File: config.mk
export PLATFORM = sky130hd
export DESIGN_NAME = netctl_regs
export DESIGN_NICKNAME = d
export VERILOG_FILES = /design/src/rtl/netctl_pkg.sv /design/src/rtl/netctl_decode.sv /design/src/rtl/netctl_ring.sv /design/src/rtl/netctl_errtrk.sv /design/src/rtl/netctl_regs.sv
export SDC_FILE = /design/constraint.sdc
export NUM_CORES = 1
export LEC_CHECK = 0
export BUFFER_PORTS_ARGS = -buffer_cell sky130_fd_sc_hd__buf_4
export CORE_MARGIN = 8
export CORE_UTILIZATION = 45
export DETAILED_ROUTE_END_ITERATION = 16
export PLACE_DENSITY_LB_ADDON = 0.3
export RECOVER_POWER = 50
export SYNTH_ARGS = -nofsm -noshare
export SYNTH_HDL_FRONTEND = slang
export SYNTH_HIERARCHICAL = 1
export SYNTH_SLANG_ARGS = --single-unit
File: constraint.sdc
create_clock -name clk -period 4.02 [get_ports clk]
set_input_delay 1.005 -clock clk [delete_from_list [all_inputs] [get_ports clk]]
set_output_delay 1.005 -clock clk [all_outputs]
set_load 0.02 [all_outputs]
File: src/rtl/netctl_pkg.sv
package netctl_pkg;

    localparam int DATA_W          = 32;
    localparam int ADDR_W          = 12;
    localparam int SHARE_W         = 16;
    localparam int BUF_UNITS       = 64;
    localparam int NUM_RINGS       = 2;
    localparam int RING_FIELDS     = 5;
    localparam int RING_IDX_W      = (NUM_RINGS > 1) ? $clog2(NUM_RINGS) : 1;
    localparam int BASE_ALIGN_BITS = 4;
    localparam int LEN_ALIGN_BITS  = 7;
    localparam int VLAN_WORDS      = 128;
    localparam int RXA_ENTRIES     = 16;
    localparam int RXA_WORDS       = RXA_ENTRIES * 2;
    localparam int MC_WORDS        = 128;
    localparam int STAT_WORDS      = 64;
    localparam int DISC_WORDS      = 6;

    localparam logic [ADDR_W-1:0] A_CTRL       = 12'h000;
    localparam logic [ADDR_W-1:0] A_STAT       = 12'h001;
    localparam logic [ADDR_W-1:0] A_CAUSE      = 12'h004;
    localparam logic [ADDR_W-1:0] A_CSET       = 12'h005;
    localparam logic [ADDR_W-1:0] A_MSET       = 12'h006;
    localparam logic [ADDR_W-1:0] A_MCLR       = 12'h007;
    localparam logic [ADDR_W-1:0] A_SPLIT      = 12'h008;
    localparam logic [ADDR_W-1:0] A_FCLO       = 12'h00C;
    localparam logic [ADDR_W-1:0] A_FCHI       = 12'h00D;
    localparam logic [ADDR_W-1:0] A_WAKE       = 12'h010;
    localparam logic [ADDR_W-1:0] A_LED        = 12'h011;
    localparam logic [ADDR_W-1:0] A_DISC_BASE  = 12'h018;
    localparam logic [ADDR_W-1:0] A_RING_BASE  = 12'h020;
    localparam logic [ADDR_W-1:0] A_RING_STEP  = 12'h008;
    localparam logic [ADDR_W-1:0] A_VLAN_BASE  = 12'h400;
    localparam logic [ADDR_W-1:0] A_RXA_BASE   = 12'h500;
    localparam logic [ADDR_W-1:0] A_MC_BASE    = 12'h600;
    localparam logic [ADDR_W-1:0] A_STATS_BASE = 12'h800;

    localparam logic [DATA_W-1:0]  CTRL_RST  = 32'h0000_0A09;
    localparam logic [DATA_W-1:0]  STAT_RST  = 32'h0000_00C1;
    localparam logic [DATA_W-1:0]  FCHI_RST  = 32'h0000_0001;
    localparam logic [SHARE_W-1:0] RX_SHARE_RST = 16'h0030;
    localparam logic [SHARE_W-1:0] BUF_TOTAL = SHARE_W'(BUF_UNITS);
    localparam logic [DATA_W-1:0]  BASE_KEEP = ~((DATA_W'(1) << BASE_ALIGN_BITS) - DATA_W'(1));
    localparam logic [DATA_W-1:0]  LEN_KEEP  = ~((DATA_W'(1) << LEN_ALIGN_BITS) - DATA_W'(1));

    typedef enum logic [3:0] {
        K_CTRL, K_STAT, K_CAUSE, K_CSET, K_MSET, K_MCLR, K_SPLIT,
        K_FCLO, K_FCHI, K_ZERO, K_DISCARD, K_RING, K_TABLE, K_STATS, K_NONE
    } acc_kind_e;

    typedef enum logic [2:0] {
        F_BASE_LO, F_BASE_HI, F_LEN, F_HEAD, F_TAIL
    } ring_fld_e;

    typedef struct packed {
        logic [DATA_W-1:0] base_lo;
        logic [DATA_W-1:0] base_hi;
        logic [DATA_W-1:0] len;
        logic [DATA_W-1:0] head;
        logic [DATA_W-1:0] tail;
    } ring_regs_t;

    typedef struct packed {
        logic [SHARE_W-1:0] tx;
        logic [SHARE_W-1:0] rx;
    } split_t;

    typedef struct packed {
        acc_kind_e             kind;
        logic [RING_IDX_W-1:0] ring_idx;
        ring_fld_e             fld;
    } decode_t;

    function automatic logic in_window(logic [ADDR_W-1:0] a, logic [ADDR_W-1:0] base,
                                       int words);
        return (int'(a) >= int'(base)) && (int'(a) < int'(base) + words);
    endfunction

    function automatic logic [ADDR_W-1:0] ring_start(int idx);
        return A_RING_BASE + ADDR_W'(idx) * A_RING_STEP;
    endfunction

endpackage

File: src/rtl/netctl_decode.sv
module netctl_decode
    import netctl_pkg::*;
(
    input  logic [ADDR_W-1:0] addr,
    output decode_t           dec
);
    always_comb begin
        dec.kind     = K_NONE;
        dec.ring_idx = '0;
        dec.fld      = F_BASE_LO;
        case (addr)
            A_CTRL:        dec.kind = K_CTRL;
            A_STAT:        dec.kind = K_STAT;
            A_CAUSE:       dec.kind = K_CAUSE;
            A_CSET:        dec.kind = K_CSET;
            A_MSET:        dec.kind = K_MSET;
            A_MCLR:        dec.kind = K_MCLR;
            A_SPLIT:       dec.kind = K_SPLIT;
            A_FCLO:        dec.kind = K_FCLO;
            A_FCHI:        dec.kind = K_FCHI;
            A_WAKE, A_LED: dec.kind = K_ZERO;
            default: begin
                if (in_window(addr, A_DISC_BASE, DISC_WORDS))
                    dec.kind = K_DISCARD;
                else if (in_window(addr, A_VLAN_BASE, VLAN_WORDS) ||
                         in_window(addr, A_RXA_BASE, RXA_WORDS) ||
                         in_window(addr, A_MC_BASE, MC_WORDS))
                    dec.kind = K_TABLE;
                else if (in_window(addr, A_STATS_BASE, STAT_WORDS))
                    dec.kind = K_STATS;
                for (int i = 0; i < NUM_RINGS; i++) begin
                    if (in_window(addr, ring_start(i), RING_FIELDS)) begin
                        dec.kind     = K_RING;
                        dec.ring_idx = RING_IDX_W'(i);
                        dec.fld      = ring_fld_e'(3'(addr - ring_start(i)));
                    end
                end
            end
        endcase
    end
endmodule

File: src/rtl/netctl_ring.sv
module netctl_ring
    import netctl_pkg::*;
(
    input  logic              clk,
    input  logic              rst,
    input  logic              wr_en,
    input  ring_fld_e         fld,
    input  logic [DATA_W-1:0] wdata,
    output ring_regs_t        regs
);
    always_ff @(posedge clk) begin
        if (rst) begin
            regs <= '0;
        end else if (wr_en) begin
            case (fld)
                F_BASE_LO: regs.base_lo <= wdata & BASE_KEEP;
                F_BASE_HI: regs.base_hi <= wdata;
                F_LEN:     regs.len     <= wdata & LEN_KEEP;
                F_HEAD:    regs.head    <= wdata;
                F_TAIL:    regs.tail    <= wdata;
                default:   ;
            endcase
        end
    end
endmodule

File: src/rtl/netctl_errtrk.sv
module netctl_errtrk
    import netctl_pkg::*;
(
    input  logic              clk,
    input  logic              rst,
    input  logic              bad,
    input  logic [ADDR_W-1:0] addr,
    output logic              pulse,
    output logic [ADDR_W-1:0] cap_addr,
    output logic              sticky
);
    always_ff @(posedge clk) begin
        if (rst) begin
            pulse    <= 1'b0;
            cap_addr <= '0;
            sticky   <= 1'b0;
        end else begin
            pulse <= bad;
            if (bad) begin
                cap_addr <= addr;
                sticky   <= 1'b1;
            end
        end
    end
endmodule

File: src/rtl/netctl_regs.sv
module netctl_regs
    import netctl_pkg::*;
(
    input  logic              clk,
    input  logic              rst,
    input  logic              wr_en,
    input  logic              rd_en,
    input  logic [ADDR_W-1:0] addr,
    input  logic [DATA_W-1:0] wdata,
    output logic [DATA_W-1:0] rdata,
    output logic              err_pulse,
    output logic [ADDR_W-1:0] err_addr,
    output logic              err_sticky
);
    decode_t           dec;
    logic [DATA_W-1:0] ctrl_q, stat_q, cause_q, mask_q, fclo_q, fchi_q;
    split_t            split_q;
    ring_regs_t        ring_q [NUM_RINGS];
    logic [DATA_W-1:0] rx_base_lo;
    logic [DATA_W-1:0] rd_val;
    logic [DATA_W-1:0] ring_val;
    logic              rd_bad, wr_bad;

    netctl_decode u_dec (.addr(addr), .dec(dec));

    for (genvar g = 0; g < NUM_RINGS; g++) begin : g_ring
        netctl_ring u_ring (
            .clk   (clk),
            .rst   (rst),
            .wr_en (wr_en && dec.kind == K_RING && dec.ring_idx == RING_IDX_W'(g)),
            .fld   (dec.fld),
            .wdata (wdata),
            .regs  (ring_q[g])
        );
    end

    assign rx_base_lo = ring_q[0].base_lo;

    always_ff @(posedge clk) begin
        if (rst) begin
            ctrl_q   <= CTRL_RST;
            stat_q   <= STAT_RST;
            cause_q  <= '0;
            mask_q   <= '0;
            split_q  <= '{tx: BUF_TOTAL - RX_SHARE_RST, rx: RX_SHARE_RST};
            fclo_q   <= '0;
            fchi_q   <= FCHI_RST;
        end else if (wr_en) begin
            case (dec.kind)
                K_CTRL:  ctrl_q  <= wdata;
                K_STAT:  stat_q  <= wdata;
                K_CAUSE: cause_q <= wdata;
                K_CSET:  cause_q <= cause_q | wdata;
                K_MSET:  mask_q  <= mask_q | wdata;
                K_MCLR:  mask_q  <= mask_q & ~wdata;
                K_SPLIT: split_q <= '{tx: BUF_TOTAL - wdata[SHARE_W-1:0],
                                      rx: wdata[SHARE_W-1:0]};
                K_FCLO:  fclo_q  <= wdata;
                K_FCHI:  fchi_q  <= wdata;
                default: ;
            endcase
        end
    end

    always_comb begin
        case (dec.fld)
            F_BASE_LO: ring_val = ring_q[dec.ring_idx].base_lo;
            F_BASE_HI: ring_val = ring_q[dec.ring_idx].base_hi;
            F_LEN:     ring_val = ring_q[dec.ring_idx].len;
            F_HEAD:    ring_val = ring_q[dec.ring_idx].head;
            F_TAIL:    ring_val = ring_q[dec.ring_idx].tail;
            default:   ring_val = '0;
        endcase
    end

    always_comb begin
        case (dec.kind)
            K_CTRL:         rd_val = ctrl_q;
            K_STAT:         rd_val = stat_q;
            K_CAUSE:        rd_val = cause_q;
            K_MSET, K_MCLR: rd_val = mask_q;
            K_SPLIT:        rd_val = split_q;
            K_FCLO:         rd_val = fclo_q;
            K_FCHI:         rd_val = fchi_q;
            K_RING:         rd_val = ring_val;
            default:        rd_val = '0;
        endcase
    end

    assign rd_bad = (dec.kind == K_NONE) || (dec.kind == K_DISCARD) || (dec.kind == K_CSET);
    assign wr_bad = (dec.kind == K_NONE) || (dec.kind == K_STATS);

    always_ff @(posedge clk) begin
        if (rst)        rdata <= '0;
        else if (rd_en) rdata <= rd_val;
    end

    netctl_errtrk u_err (
        .clk      (clk),
        .rst      (rst),
        .bad      ((rd_en && rd_bad) || (wr_en && wr_bad)),
        .addr     (addr),
        .pulse    (err_pulse),
        .cap_addr (err_addr),
        .sticky   (err_sticky)
    );
endmodule

## Word-level counts from Yosys, hierarchy flattened

Index checks and enable logic that the tools add are counted.

| word-level totals | value |
|---|---|
| bits in registers | 568 |
| input port bits | 48 |
| output and inout port bits | 46 |
| logic and storage cells | 129 |

| operators by class | value |
|---|---|
| add/sub/neg operators | 3 |
| order comparisons | 15 |
| equality and inequality tests | 26 |
| multiplexer cells | 14 |
| bitwise gates (word level) | 6 |
| reductions and logical operators | 43 |

Operators by type and width:

| kind | count |
|---|---|
| $mux W160 | 3 |
| $pmux W32 S8 | 1 |
| $pmux W32 S5 | 1 |
| $pmux W32 S2 | 2 |
| $or A32 B32 Y32 | 2 |
| $eq A12 B3 Y1 const B | 4 |
| $pmux W4 S10 | 1 |
| $eq A12 B4 Y1 const B | 3 |
| $ge A12 B11 Y1 const B | 3 |
| $lt A12 B11 Y1 const B | 3 |
| $reduce_and A2 Y1 | 17 |
| $and A32 B32 Y32 | 1 |
| $not A32 Y32 | 1 |
| $eq A12 B5 Y1 const B | 2 |
| $ge A12 B6 Y1 const B | 2 |
| $lt A12 B6 Y1 const B | 2 |
| $eq A4 B4 Y1 const B | 5 |
| $eq A4 B3 Y1 const B | 4 |
| $mux W8 | 2 |
| $sub A7 B16 Y16 const A | 1 |
| $eq A12 B1 Y1 const B | 1 |
| $ge A12 B12 Y1 const B | 1 |
| $ge A12 B5 Y1 const B | 1 |
| $logic_and A1 B1 Y1 | 12 |
| other kinds (20) | 32 |

## Longest topological paths before layout

Gate-level depths: netlist (run 1).

| depth | value |
|---|---|
| word-level depth | 15 |
| depth in mapped cells | 15 |
| depth with buffers taken out | 10 |

## Modules after synthesis

The synthesis (run 1) kept the hierarchy.

By module, submodules not included:

| module | times used | cells each | area an instance (um2) | sequential area each (um2) |
|---|---|---|---|---|
| netctl_regs | 1 | 1,672 | 13,763.2 | 5,104.9 |
| netctl_ring | 2 | 535 | 5,941.9 | 2,982.9 |
| netctl_errtrk | 1 | 44 | 495.5 | 280.3 |
| netctl_decode | 1 | 48 | 316.6 | 0.0 |

## Least setup slack after synthesis (run 1)

Ideal clock, no wire load.

| timing | value |
|---|---|
| path kind | in2reg |
| from | in addr[6] |
| to | reg g_ring[1].u_ring/regs[139] (netlist bit) |
| setup time | 0.122 ns |
| arrival time | 4.003 ns |
| required time | 3.898 ns |
| setup slack | -0.105 ns |
| stages | 13 |
| path buffers | 6 |
| cells stage by stage | nor4_4 > and4b_2 > and2_1 > clkbuf_1 > buf_2 > buf_4 > buf_4 > inv_2 > nor3_1 > or4b_1 > buf_6 > buf_6 > mux2i_1 |

RTL lines:

| element | RTL line | RTL |
|---|---|---|
| from (decl) | netctl_regs.sv:8 | `input logic [ADDR_W-1:0] addr,` |
| to (decl) | netctl_ring.sv:9 | `output ring_regs_t regs` |

==> results of run 1 <==
per-stage QoR:
stage / TNS (ns) / setup slack [ns] / utilization / cell area [sq um] / hold slack (ns)
after global routing: 0 / 0.135 / 0.521 / 30500 / 0.469
after floorplan: 0 / 0.0124 / - / 26500 / 0.429
after CTS: 0 / 0.488 / 0.528 / 30900 / 0.455
after detailed placement: -3.91 / -0.151 / 0.494 / 28900 / 0.446
final: 0 / 0.272 / 0.522 / 30600 / 0.456
after global placement: -0.995 / -0.193 / 0.494 / 28900 / 0.437
synthesized netlist by cell type (32+ instances only):
| library cell | n | area (sq um) |
|---|---|---|
| dfxtp_1 | 567 | 11400 |
| nand2b_1 | 371 | 2320 |
| a311oi_1 | 32 | 280 |
| mux4_2 | 32 | 721 |
| a21oi_1 | 208 | 1040 |
| nor2_1 | 111 | 417 |
| clkbuf_1 | 166 | 623 |
| buf_2 | 63 | 315 |
| nand2_1 | 325 | 1220 |
| nor2b_1 | 42 | 263 |
| a22oi_1 | 62 | 465 |
| mux2i_1 | 409 | 4090 |
| o22ai_1 | 63 | 394 |
cell type report:
type                            count  area share
Timing Repair Buffer              286      0.0731
Tap cell                          773      0.0317
Antenna cell                        2    0.000164
Multi-Input combinational cell   2006       0.458
Clock buffer                       81      0.0543
Clock inverter                     29     0.00987
Sequential cell                   567       0.372
Inverter                           10     0.00123
sequential cells by signal, summed over array words and instances (netlist names), named ones only:
register / count
g_ring.u_ring/regs: 298
split_q: 31
rdata: 32
fclo_q: 32
fchi_q: 32
ctrl_q: 32
u_err/pulse: 1
u_err/sticky: 1
cause_q: 32
u_err/cap_addr: 12
stat_q: 32
layout by cell type, fill, tap and decap left out, types with 6 or more instances in the layout:
master     synthesis  final
clkbuf_8           0     10
mux4_2            32     32
nor2_1           111    110
nand2b_1         371    371
xnor2_1            6      6
a221oi_1          28     28
or3_1             11     11
clkinv_2           0     19
buf_12             1     27
a311oi_1          32     32
inv_1              7      7
nor2b_1           42     41
o32ai_1           14     14
a221o_1            6      6
o211ai_1           6      6
o22a_1             6      6
dfxtp_1          567    567
nand2_1          325    325
mux2_1            14     14
a2111oi_0         19     19
a21oi_1          208    208
nor3b_1           14     13
mux2_2            16     16
nor3_1            11     11
conb_1             2     22
o21ai_1           29     28
clkbuf_1         166     75
nand3_1           27     27
buf_4             26    181
clkbuf_16          0     59
clkbuf_2           0     10
mux2i_1          409    409
and3_1             9      8
o21ai_0           17     17
o22ai_1           63     62
a22oi_1           62     62
per-layer routing:
metal | up-vias | track usage | routed length, microns
met4 | 6 | 0.0980 | 3520
met3 | 209 | 0.0583 | 8140
li1 | 10100 | - | -
met2 | 1027 | 0.394 | 38900
met1 | 10900 | 0.338 | 37400
met5 | - | 0 | 42
critical path: stages:
cell and delay, ns:
buf_4 0.15, nor2b_1 0.37, o32ai_1 0.16, clkbuf_1 0.13, o22ai_4 0.14, clkbuf_1 0.30
buf_4 0.25, nor2b_1 0.19, clkbuf_1 0.50, and3_2 0.33, buf_4 0.27, a21oi_1 0.11
a311oi_1 0.33
how the worst max path moves through the flow:
stage	to	slack, ns	depth (start not counted)
2_1_floorplan	g_ring[1].u_ring/regs[139]$_SDFFE_PP0P_	0.01	13
3_3_place_gp	rdata[13]$_SDFFE_PP0P_	-0.19	12
3_5_place_dp	rdata[13]$_SDFFE_PP0P_	-0.15	12
4_1_cts	rdata[13]$_SDFFE_PP0P_	0.49	15
5_1_grt	fclo_q[22]$_SDFFE_PP0P_	0.13	15
6_report	register	0.27	13
cell families after synthesis:
family          synth area share
xor+xnor                 0.00232
fa+ha+maj               0.000473
compound gates             0.131
mux                        0.195
other cells             0.000284
flops                      0.429
buf+inv                   0.0491
simple gates               0.193
power by group through the flow:
stage	Combinational, mW	Clock (mW)	Sequential [mW]
after floorplan	0.290	0	5.77
after global placement	0.497	0	5.76
after detailed placement	0.507	0	5.76
after CTS	0.508	5.65	5.63
after global routing	0.533	5.90	5.63
final	0.509	5.57	5.63
==> out/results.ini, run 1 <==
[outcome]
run_status = completed

[timing]
fin_skew_ns = 0.0200
finalCriticalPeriod_ns = 3.75
worst_slew_pin_slew_ns = 1.09
grt_setup_unrepaired = no
slew_headroom = 0.270
fmax_ghz = 0.267
setup_violations = 0
final_max_slew_viol_count = 0
finalCritPeriodShare = 0.932
hold_violations = 0

[clock_tree]
clk_pin_slew_ns = 0.06
htreeDepth = 2
ctsResizeCount = 0
cts-root-buf = clkbuf_16
cts_tree = done
clk_latency_ns = 0.64
cts_hold_buf = 0
postCtsSetupBuffers = 0
cts_buffers = 58
clockBufferDepth = 3
cts_sinks = 567

[critical_path]
r2r_end = rdata[19]$_SDFFE_PP0P_
crit_path_start = addr[1]
crit-reg2reg-launch = g_ring[1].u_ring/regs[51]$_SDFFE_PP0P_
criticalPathCategory = input pin to register
cp_max_fo = 18
cp-end-kind = register
cp.arrival_ns = 4.26
startpoint_type = input pin
reg2reg_depth = 5
cp.required_ns = 4.53
ff2ff_setup_slack_ns = 2.25

[hold_path]
whs_endpoint = fchi_q[16]$_SDFFE_PP0P_
hold_class = register to register
holdPathStages = 2
min_from = fchi_q[16]$_SDFFE_PP0P_

[die]
start_util = 0.452
die-area_sq_um = 66800
coreArea_sq_um = 58600
fp-row-count = 89
die_w_microns = 258
die_h_microns = 258
ioPinCount = 94

[power]
vdd_drop_max_v = 0.000333
p_int_mw = 9.00
clockPowerShare = 0.476
power_mw = 11.7
power_density_nw_per_um2 = 383
power.switching_mw = 2.71
switching_share = 0.231
leakage_nw = 11.8
p_seq_frac = 0.481
pwr-share-comb = 0.043

[placement]
placed_cells = 3642
dpl.hpwl_mm = 59.1
gp_congestion = 0.906
portBuffers = 93

[logic_synthesis]
synth_edf_count = 0
synthesis.area_sq_um = 26500
synth_warnings = 6
synthFlopType = dfxtp_1
synthCells = 2834
syn_avg_cell_area_sq_um = 9.34
ys_seq_area_frac = 0.429
async_reset_ff_frac = 0
synth_cell_types = 76
ys_seq_elements = 567

[routing]
wirelength_mm = 88.0
avgViaCountPerCell = 5.93
drtIter0Drc = 2445
firstDrtPassIters = 8
vias = 22300
drc = 0
antenna_left = 0
wire_per_inst_microns = 23.4

[global_routing]
antenna_found_initial = 6
grt_overflow_total = 0
grt_use_total = 0.253
grt_first_pass_wirelength_mm = 133
grt_pass1_vias = 22200
grt_max_degree = 182

[flow_run]
cap_viol_max_count = 0

[finish]
drive_gt1_frac = 0.134
register_area_sq_um = 11400
fin_nets = 2978
stdcell_count = 3754
syn2layout_area_growth_pct = 15.5
nFillCells = 5424
multi_input_area_sq_um = 14000

Power figures use the tool's default switching activity.
==> run 2, diff against run 1 <==
--- a/config.mk
+++ b/config.mk
@@ -6,8 +6,8 @@
 export NUM_CORES = 1
 export LEC_CHECK = 0
 export BUFFER_PORTS_ARGS = -buffer_cell sky130_fd_sc_hd__buf_4
-export CORE_MARGIN = 8
-export CORE_UTILIZATION = 45
+export CORE_MARGIN = 1
+export CORE_UTILIZATION = 24
 export DETAILED_ROUTE_END_ITERATION = 16
 export PLACE_DENSITY_LB_ADDON = 0.3
 export RECOVER_POWER = 50
==> out/results.ini, run 2 (synthesis gave the netlist of run 1 again) <==
[outcome]
run_status = completed

[critical_path]
cp.required_ns = 4.57  ; +0.04 ns
cp.arrival_ns = 4.22  ; -0.04 ns
reg2reg_depth = 4  ; -1
cp_max_fo = 36  ; +18
criticalPathCategory = input pin to register
cp-end-kind = register
startpoint_type = input pin

[clock_tree]
cts_sinks = 567  ; unchanged
clk_latency_ns = 0.65  ; about the same
clockBufferDepth = 3  ; unchanged
clk_pin_slew_ns = 0.07  ; about the same
htreeDepth = 2  ; unchanged
cts-root-buf = clkbuf_16
postCtsSetupBuffers = 0  ; unchanged
ctsResizeCount = 0  ; unchanged
cts_tree = done
cts_hold_buf = 0  ; unchanged
cts_buffers = 60  ; +3.4%

[routing]
wirelength_mm = 94.7  ; +7.6%
drc = 0  ; unchanged
vias = 21500  ; -3.3%
firstDrtPassIters = 5  ; -3
wire_per_inst_microns = 21.4  ; -8.6%
drtIter0Drc = 1765  ; -28%
avgViaCountPerCell = 4.88  ; -18%
antenna_left = 0  ; unchanged

[power]
leakage_nw = 12.1  ; +2.0%
power_mw = 12.2  ; +4.0%
vdd_drop_max_v = 0.000410  ; +23%
power_density_nw_per_um2 = 383  ; -0.18%

[finish]
drive_gt1_frac = 0.142  ; +0.00763
finalInstanceArea_sq_um = 31800  ; +4.2%
regMostFlops = g_ring.u_ring/regs
multi_input_area_sq_um = 14000  ; -0.18%
fin_nets = 3000  ; +0.74%
final_common_cell = dfxtp_1
register_area_sq_um = 11400  ; unchanged
syn2layout_area_growth_pct = 20.3
largest_reg_flops = 298  ; unchanged
final_cell_mix = 567 x dfxtp_1, 409 x mux2i_1, 371 x nand2b_1
nFillCells = 11500  ; +110%

[timing]
timing.hold.ws_ns = 0.454  ; -0.00208 ns
fin_skew_ns = 0.0195  ; -0.000496 ns
grt_setup_unrepaired = no
hold_violations = 0  ; unchanged
worst_slew_pin_slew_ns = 1.16  ; +0.0640 ns
setup_violations = 0  ; unchanged
finalCriticalPeriod_ns = 3.67  ; -0.0743 ns
fmax_ghz = 0.272  ; +2.0%
final_max_slew_viol_count = 0  ; unchanged
slew_headroom = 0.229  ; -0.0412
finalCritPeriodShare = 0.914  ; -0.0185

[placement]
dpl.hpwl_mm = 63.1  ; +6.8%
placed_area_sq_um = 30100  ; +4.2%
gp_congestion = 0.820  ; -9.5%
portBuffers = 93  ; unchanged

[die]
ioPinCount = 94  ; unchanged
die_w_microns = 334  ; +29%
coreArea_sq_um = 109000  ; +86%
fp-row-count = 121  ; +36%
start_util = 0.243  ; -0.209
die_h_microns = 334  ; +29%
die-area_sq_um = 112000  ; +67%

[global_routing]
grt_pass1_vias = 20700  ; -6.8%
grt_use_total = 0.165  ; -0.0879
grt_first_pass_wirelength_mm = 139  ; +4.9%
antenna_found_initial = 8  ; +2
grt_overflow_total = 0  ; unchanged
grt_max_degree = 92  ; -49%

[hold_path]
hold_class = register to register
holdPathStages = 2  ; unchanged

[flow_run]
cap_viol_max_count = 0  ; unchanged

[run 2: cell count changes in the layout (fill, tap and decap cells not counted), moves of 2 or more]
| cell | previous run | this run |
|---|---|---|
| clkinv_2 | 19 | 13 |
| clkbuf_1 | 75 | 71 |
| buf_4 | 181 | 193 |
| buf_12 | 27 | 42 |
| nand4bb_1 | 3 | 5 |
| bufinv_16 | 5 | 8 |
| clkbuf_8 | 10 | 14 |
| o21ai_0 | 17 | 19 |
[run 2: layout make-up]
| type | count | share of cell area |
|---|---|---|
| Antenna cell | 3 | 0.000236 |
| Clock buffer | 87 | 0.0548 |
| Clock inverter | 26 | 0.0115 |
| Inverter | 10 | 0.00118 |
| Multi-Input combinational cell | 2006 | 0.439 |
| Sequential cell | 567 | 0.357 |
| Tap cell | 1414 | 0.0556 |
| Timing Repair Buffer | 306 | 0.0812 |
[run 2: layer usage]
| layer | GRT usage | wire length (microns) | up-vias |
|---|---|---|---|
| met5 | 0 | 62 | - |
| met4 | 0.0465 | 2170 | 10 |
| met3 | 0.0310 | 6110 | 116 |
| met2 | 0.245 | 40200 | 637 |
| met1 | 0.241 | 46100 | 10600 |
| li1 | - | - | 10200 |
[run 2: final timing paths]
kind / start / to / slack (ns)
worst min-delay path: fclo_q[4]$_SDFFE_PP0P_ / fclo_q[4]$_SDFFE_PP0P_ / 0.45
worst min register to register: fclo_q[4]$_SDFFE_PP0P_ / fclo_q[4]$_SDFFE_PP0P_ / 0.45
worst max register to register: g_ring[0].u_ring/regs[33]$_SDFFE_PP0P_ / rdata[1]$_SDFFE_PP0P_ / 2.32
worst max-delay path: addr[5] / register / 0.35
[run 2: through the flow]
stage | instances | setup TNS [ns] | utilization | setup WS [ns]
final | 4419 | 0 | 0.292 | 0.347
after global routing | 4416 | 0 | 0.292 | 0.183
after CTS | 4416 | 0 | 0.296 | 0.649
after detailed placement | 4303 | -0.109 | 0.277 | -0.0180
after floorplan | 2854 | 0 | - | 0.0124
after global placement | 4303 | -0.158 | 0.277 | -0.0368
[run 2: where the power goes]
part	internal, mW	switching (mW)	leakage (nW)	total (mW)
clock network	3.53	2.49	1.04	6.01
registers	5.63	0.00523	4.57	5.63
logic	0.178	0.356	6.44	0.534
total	9.33	2.85	12.1	12.2
[run 2: worst max-delay path: stages]
cell	delay, ns
clkbuf_1	0.12
nor4_1	0.34
nand2_2	0.12
clkbuf_1	0.15
o22ai_1	0.49
clkbuf_2	0.50
nor2b_1	0.23
buf_4	0.27
and3_1	0.31
buf_12	0.23
a21oi_1	0.10
a311oi_1	0.29
